## src/rtl/tdma_arb_pkg.sv

```systemverilog
package tdma_arb_pkg;

  typedef enum logic {
    ARB_IDLE = 1'b0,
    ARB_BUSY = 1'b1
  } arb_phase_e;

endpackage

```

## src/rtl/tdma_slot_wheel.sv

```systemverilog
module tdma_slot_wheel #(
  parameter int N_SLOTS   = 16,
  parameter int N_MASTERS = 4,
  parameter int IDLE_LEN  = 4,
  localparam int SW  = (N_SLOTS > 1) ? $clog2(N_SLOTS) : 1,
  localparam int MW  = (N_MASTERS > 1) ? $clog2(N_MASTERS) : 1,
  parameter logic [N_SLOTS*MW-1:0] SLOT_TABLE = 32'h84C84C84
) (
  input  logic          clk,
  input  logic          rst,
  input  logic          step,
  input  logic          idle_tick,
  output logic [SW-1:0] slot,
  output logic [MW-1:0] owner
);

  localparam int ICW = (IDLE_LEN > 1) ? $clog2(IDLE_LEN) : 1;
  localparam logic [SW-1:0]  LAST_SLOT = SW'(N_SLOTS - 1);
  localparam logic [ICW-1:0] LAST_IDLE = ICW'(IDLE_LEN - 1);

  logic [SW-1:0]  slot_q;
  logic [ICW-1:0] idle_q;
  logic [MW-1:0]  owner_lut [N_SLOTS];
  logic           idle_wrap;
  logic           advance;

  for (genvar s = 0; s < N_SLOTS; s++) begin : g_lut
    assign owner_lut[s] = SLOT_TABLE[s*MW +: MW];
  end

  assign idle_wrap = idle_tick && (idle_q == LAST_IDLE);
  assign advance   = step || idle_wrap;

  always_ff @(posedge clk) begin
    if (rst) begin
      idle_q <= '0;
    end else if (idle_tick && !idle_wrap) begin
      idle_q <= idle_q + 1'b1;
    end else begin
      idle_q <= '0;
    end
  end

  always_ff @(posedge clk) begin
    if (rst) begin
      slot_q <= '0;
    end else if (advance) begin
      slot_q <= (slot_q == LAST_SLOT) ? '0 : slot_q + 1'b1;
    end
  end

  assign slot  = slot_q;
  assign owner = owner_lut[slot_q];

endmodule

```

## src/rtl/tdma_rr_picker.sv

```systemverilog
module tdma_rr_picker #(
  parameter int N_MASTERS = 4,
  localparam int PW = (N_MASTERS > 1) ? $clog2(N_MASTERS) : 1
) (
  input  logic                 clk,
  input  logic                 rst,
  input  logic [N_MASTERS-1:0] req,
  input  logic                 update,
  output logic [N_MASTERS-1:0] pick
);

  localparam logic [PW-1:0] LAST_M = PW'(N_MASTERS - 1);

  logic [PW-1:0] ptr_q;
  logic [PW-1:0] pick_idx;
  logic          found;
  int            cand;

  always_comb begin
    pick_idx = '0;
    found    = 1'b0;
    cand     = 0;
    for (int k = 0; k < N_MASTERS; k++) begin
      cand = int'(ptr_q) + k;
      if (cand >= N_MASTERS) cand = cand - N_MASTERS;
      if (!found && req[cand]) begin
        found    = 1'b1;
        pick_idx = PW'(cand);
      end
    end
  end

  assign pick = found ? (N_MASTERS'(1) << pick_idx) : '0;

  always_ff @(posedge clk) begin
    if (rst) begin
      ptr_q <= '0;
    end else if (update && found) begin
      ptr_q <= (pick_idx == LAST_M) ? '0 : pick_idx + 1'b1;
    end
  end

endmodule

```

## src/rtl/tdma_two_level_arbiter.sv

```systemverilog
module tdma_two_level_arbiter
  import tdma_arb_pkg::*;
#(
  parameter int N_MASTERS = 4,
  parameter int N_SLOTS   = 16,
  parameter int IDLE_LEN  = 4,
  localparam int SW = (N_SLOTS > 1) ? $clog2(N_SLOTS) : 1,
  localparam int MW = (N_MASTERS > 1) ? $clog2(N_MASTERS) : 1,
  parameter logic [N_SLOTS*MW-1:0] SLOT_TABLE = 32'h84C84C84
) (
  input  logic                 clk,
  input  logic                 rst,
  input  logic [N_MASTERS-1:0] req,
  input  logic                 done,
  output logic [N_MASTERS-1:0] grant,
  output logic [SW-1:0]        slot
);

  arb_phase_e           phase_q;
  logic [N_MASTERS-1:0] grant_q;
  logic [MW-1:0]        owner_idx;
  logic [N_MASTERS-1:0] owner_oh;
  logic [N_MASTERS-1:0] rr_oh;
  logic                 owner_hit;
  logic                 any_req;
  logic                 busy;
  logic                 launch;
  logic                 finish;

  assign busy      = (phase_q == ARB_BUSY);
  assign any_req   = |req;
  assign owner_oh  = N_MASTERS'(1) << owner_idx;
  assign owner_hit = |(req & owner_oh);
  assign launch    = !busy && any_req;
  assign finish    = busy && done;

  tdma_slot_wheel #(
    .N_SLOTS   (N_SLOTS),
    .N_MASTERS (N_MASTERS),
    .IDLE_LEN  (IDLE_LEN),
    .SLOT_TABLE(SLOT_TABLE)
  ) u_wheel (
    .clk      (clk),
    .rst      (rst),
    .step     (finish),
    .idle_tick(!busy && !any_req),
    .slot     (slot),
    .owner    (owner_idx)
  );

  tdma_rr_picker #(
    .N_MASTERS(N_MASTERS)
  ) u_rr (
    .clk   (clk),
    .rst   (rst),
    .req   (req),
    .update(launch && !owner_hit),
    .pick  (rr_oh)
  );

  always_ff @(posedge clk) begin
    if (rst) begin
      phase_q <= ARB_IDLE;
      grant_q <= '0;
    end else begin
      case (phase_q)
        ARB_IDLE: begin
          if (launch) begin
            grant_q <= owner_hit ? owner_oh : rr_oh;
            phase_q <= ARB_BUSY;
          end
        end
        ARB_BUSY: begin
          if (done) begin
            grant_q <= '0;
            phase_q <= ARB_IDLE;
          end
        end
        default: begin
          grant_q <= '0;
          phase_q <= ARB_IDLE;
        end
      endcase
    end
  end

  assign grant = grant_q;

endmodule

```

## config.mk

```make
export PLATFORM = sky130hd
export DESIGN_NAME = tdma_two_level_arbiter
export DESIGN_NICKNAME = d
export VERILOG_FILES = /design/src/rtl/tdma_arb_pkg.sv /design/src/rtl/tdma_slot_wheel.sv /design/src/rtl/tdma_rr_picker.sv /design/src/rtl/tdma_two_level_arbiter.sv
export SDC_FILE = /design/constraint.sdc
export NUM_CORES = 1
export LEC_CHECK = 0
export BUFFER_PORTS_ARGS = -buffer_cell sky130_fd_sc_hd__clkbuf_2
export CORE_ASPECT_RATIO = 0.8
export CORE_UTILIZATION = 55
export CTS_CLUSTER_SIZE = 16
export DETAILED_ROUTE_END_ITERATION = 10
export MAX_ROUTING_LAYER = met4
export PLACE_DENSITY = 0.87
export SLEW_MARGIN = 20
export SYNTH_ARGS = -nofsm -noshare
export SYNTH_HDL_FRONTEND = slang
export SYNTH_HIERARCHICAL = 1
export SYNTH_SLANG_ARGS = --single-unit
```

## constraint.sdc

```tcl
create_clock -name clk -period 3.3 [get_ports clk]
set_input_delay 0.66 -clock clk [delete_from_list [all_inputs] [get_ports clk]]
set_output_delay 0.66 -clock clk [all_outputs]
set_load 0.01 [all_outputs]
```

==> impl_results.md <==
* Outcome: finished, final reports clean
* Die area at 1840 sq um
* WL per Instance at around 13 um
* HPWL after detailed placement at approximately 1500 um
* Slowest stage cell on the critical path: dfxtp_1
* Post-synth top area share at 28.4%
* FILL cells at around 130
* Reg area at 260 sq um
* # DRC at 0
* Via-per-instance ratio at 5.87
* Cts bufs inserted at 3
* Later-pin clock latency in the skew report at around 0.28 ns
* Reg-to-Reg Start: u_wheel/slot[0]
* Top_reg_cell synth: dfxtp_1
* Slew Viols, Final at 0
* Cell row count at 12
* GRT Util Overall at 25.8%
* Post-synth ARST share at 0%
* Hold Path End: u_wheel/idle_q[0]
* PostCTS Resize Cnt at 0
* Drt first pass iters at 5
* Crit share post-route at between 70% and 80%
* Synth Cell Area at 917 sq um
* CP Cell Sequence: ha_1 > mux2i_1 > o21ai_0 > nor2b_1 > nor3b_1 > o21a_1 > o41ai_2 > or3_1 > o31ai_1
* Critical path type: reg -> reg
* Buffers on Ports at 14
* Data arrival, critical path at ~2.8 ns
* Multi-input gate area at 619 sq um
* Area leader, netlist: dfxtp_1
* Max-cap violations at 0
* Post-DRT Antenna Nets at 0
* Internal Power at 0.253 mW
* Vias at 863
* Number of global-route vias before repair at roughly 740
* Ratio of cells with drive above 1 in the final layout at 20.6%
* Endpoints failing setup at 0
* ANT cells at 0
* Sequential fraction of the synthesis area at 28.4%
* RSZ-0062 raised after global routing: false
* Worst hold slack at 0.446 ns
* VDD IR max at 0.000237 V
* Final GP Congestion at about 0.9
* Clock-pin slew on the worst setup and hold paths at 0.08 ns
* CP max stage delay at between 0.4 and 0.5 ns
* Layout Nets at 141
* Synth cell types at 41
* CTS H-tree lvls at 1
* Delay-heaviest family, CP: compound AO/OA/AOI/OAI gates
* Initial antenna violation count at 0
* Synth Warn # at 6
* Worst Hold Class: reg -> reg
* Worst endpoint required time at around 3.5 ns
* Die Ht at approximately 39 um
* Std-Cell Core Area at 1470 sq um
* Crit path launch type: flop
* Most frequent cells in the layout: clkbuf_2 (14), dfxtp_1 (13), nand2_1 (11)
* Relative slew slack at 55.6%
* # Post-CTS Setup Buffers at 0
* WP buf/inv at 0
* Clock root buffer: clkbuf_4
* Initial core utilization at 62.3%
* Peak Freq at 386 MHz
* Hold Buf Count CTS at 0
* Clock sinks at 13
* Clock Power Share at a little over a quarter
* Yosys reg bits at 13
* First-pass GRT wire length at around 3200 um
* Total Neg Setup Slack at 0 ns
* FF-to-FF End: u_rr/ptr_q[0]
* Post-synth EDFFs at 0
* Max Clock Skew at 0.00330 ns
* Pwr dens at ~360 nW/um^2
* IO Pins at 15
* Switching part of the total at 32.5%
* Final Hold Vio Count at 0
* Reg2reg setup slack at 0.71 ns
* Net switching power at 0.121 mW
* Die W at about 48 um
* Worst-margin pin slew at 0.659 ns
* Worst setup EP type: flop
* Initial DRC count at 23
* Hold path depth at 1
* Static Leak at about 0.43 nW
* Synthesized instance count at between 100 and 150
* Hold Startpoint: u_wheel/idle_q[0]
* Largest net degree at the start of global routing at 16
* Overflow after GRT at 0
* Leading post-synthesis cells by cell area: dfxtp_1 (28%), ha_1 (9.5%), nor2b_1 (6.1%), a21oi_1 (5.5%), nand2_1 (4.5%)
* Sequential power share at 47.3%
* Max clock buf depth at 2
* Syn_area_per_cell at 8.41 sq um
* Highest fanout seen on the critical path at 9
* Syn Nets at around 120
* Comb pwr share at 26.2%
* Reg2Reg Depth at 9
* Commonest non-fill, non-tap cell in the layout: clkbuf_2
* Final WL at 1900 um
* Final Critical Period at 2.59 ns
* Area Growth Syn to Fin at 13.1%
* CTS tree: built
-- per-layer routing --
metal  vias up  GRT usage (%)  wire, um
met1       395           33.7       917
li1        440              -         -
met5         -              -         0
met2        26           38.0       850
met4         0           8.33        13
met3         2           7.55       118
-- synthesized netlist by cell type (2+ instances only) --
master      n
ha_1        7
o31ai_1     2
a311oi_1    2
nor2_1      6
a211oi_1    3
nor2b_1     9
a21oi_1    10
o21a_1      2
o21ai_0     3
dfxtp_1    13
a2111oi_2   2
inv_1       8
nand2_1    11
a21o_1      3
mux2i_1     2
-- stage by stage --
| step | utilization, % | cell area, sq um | total power, mW | setup WS [ns] | std cells |
|---|---|---|---|---|---|
| detailed placement | 68.6 | 1010 | 0.277 | 0.622 | 143 |
| global placement | 68.6 | 1010 | 0.275 | 0.630 | 143 |
| CTS | 70.5 | 1040 | 0.377 | 0.693 | 147 |
| finish | 70.5 | 1040 | 0.374 | 0.709 | 147 |
| global route | 70.5 | 1040 | 0.399 | 0.400 | 147 |
| floorplan | - | 917 | 0.244 | 0.965 | 109 |
-- cells by family (layout without fill, tap and decap cells) --
group	Yosys count	after routing	share of synthesized area [%]
buf+inv	10	27	4.09
flops	13	13	28.4
compound gates	35	35	28.1
mux	3	3	3.41
fa+ha+maj	7	7	9.55
simple gates	41	41	26.5
-- worst reg2reg max path, cell delays in order, from the launching register on --
cell	delay (ns)
dfxtp_1	0.49
ha_1	0.31
mux2i_1	0.09
o21ai_0	0.33
nor2b_1	0.13
nor3b_1	0.35
o21a_1	0.18
o41ai_2	0.10
or3_1	0.32
o31ai_1	0.22
-- state kept, by name, summed over array words and instances (netlist names) --
register and cells:
busy 1, grant 4, u_rr/ptr_q 2, u_wheel/idle_q 2
u_wheel/slot 4
-- how the worst max path moves through the flow --
stage | slack, ns | depth (start not counted) | startpoint | endpoint
2_1_floorplan | 0.96 | 10 | u_wheel/slot[3] | u_rr/ptr_q[0]
3_3_place_gp | 0.63 | 10 | req[0] | grant[3]
3_5_place_dp | 0.62 | 10 | req[0] | grant[3]
4_1_cts | 0.69 | 9 | u_wheel/slot[0] | u_rr/ptr_q[0]
5_1_grt | 0.40 | 9 | u_wheel/slot[0] | u_rr/ptr_q[0]
6_report | 0.71 | 9 | u_wheel/slot[0] | u_rr/ptr_q[0]
-- power by group through the flow --
stage	clock, mW	combinational (mW)	sequential [mW]
after global placement	0	0.0945	0.180
after CTS	0.102	0.0978	0.177
after global routing	0.109	0.110	0.179
final	0.0991	0.0980	0.177
after floorplan	0	0.0631	0.181
after detailed placement	0	0.0965	0.181
-- area by class of cell --
cell class / count / share of cell area (%)
flip-flops and latches: 13 / 25.1
repair buffers: 14 / 6.76
clock buffers: 3 / 2.17
clock inverters: 1 / 0.483
well taps: 21 / 2.53
multi-input cells: 86 / 59.7
inverters: 9 / 3.26
(Power assumes the default switching activity.)
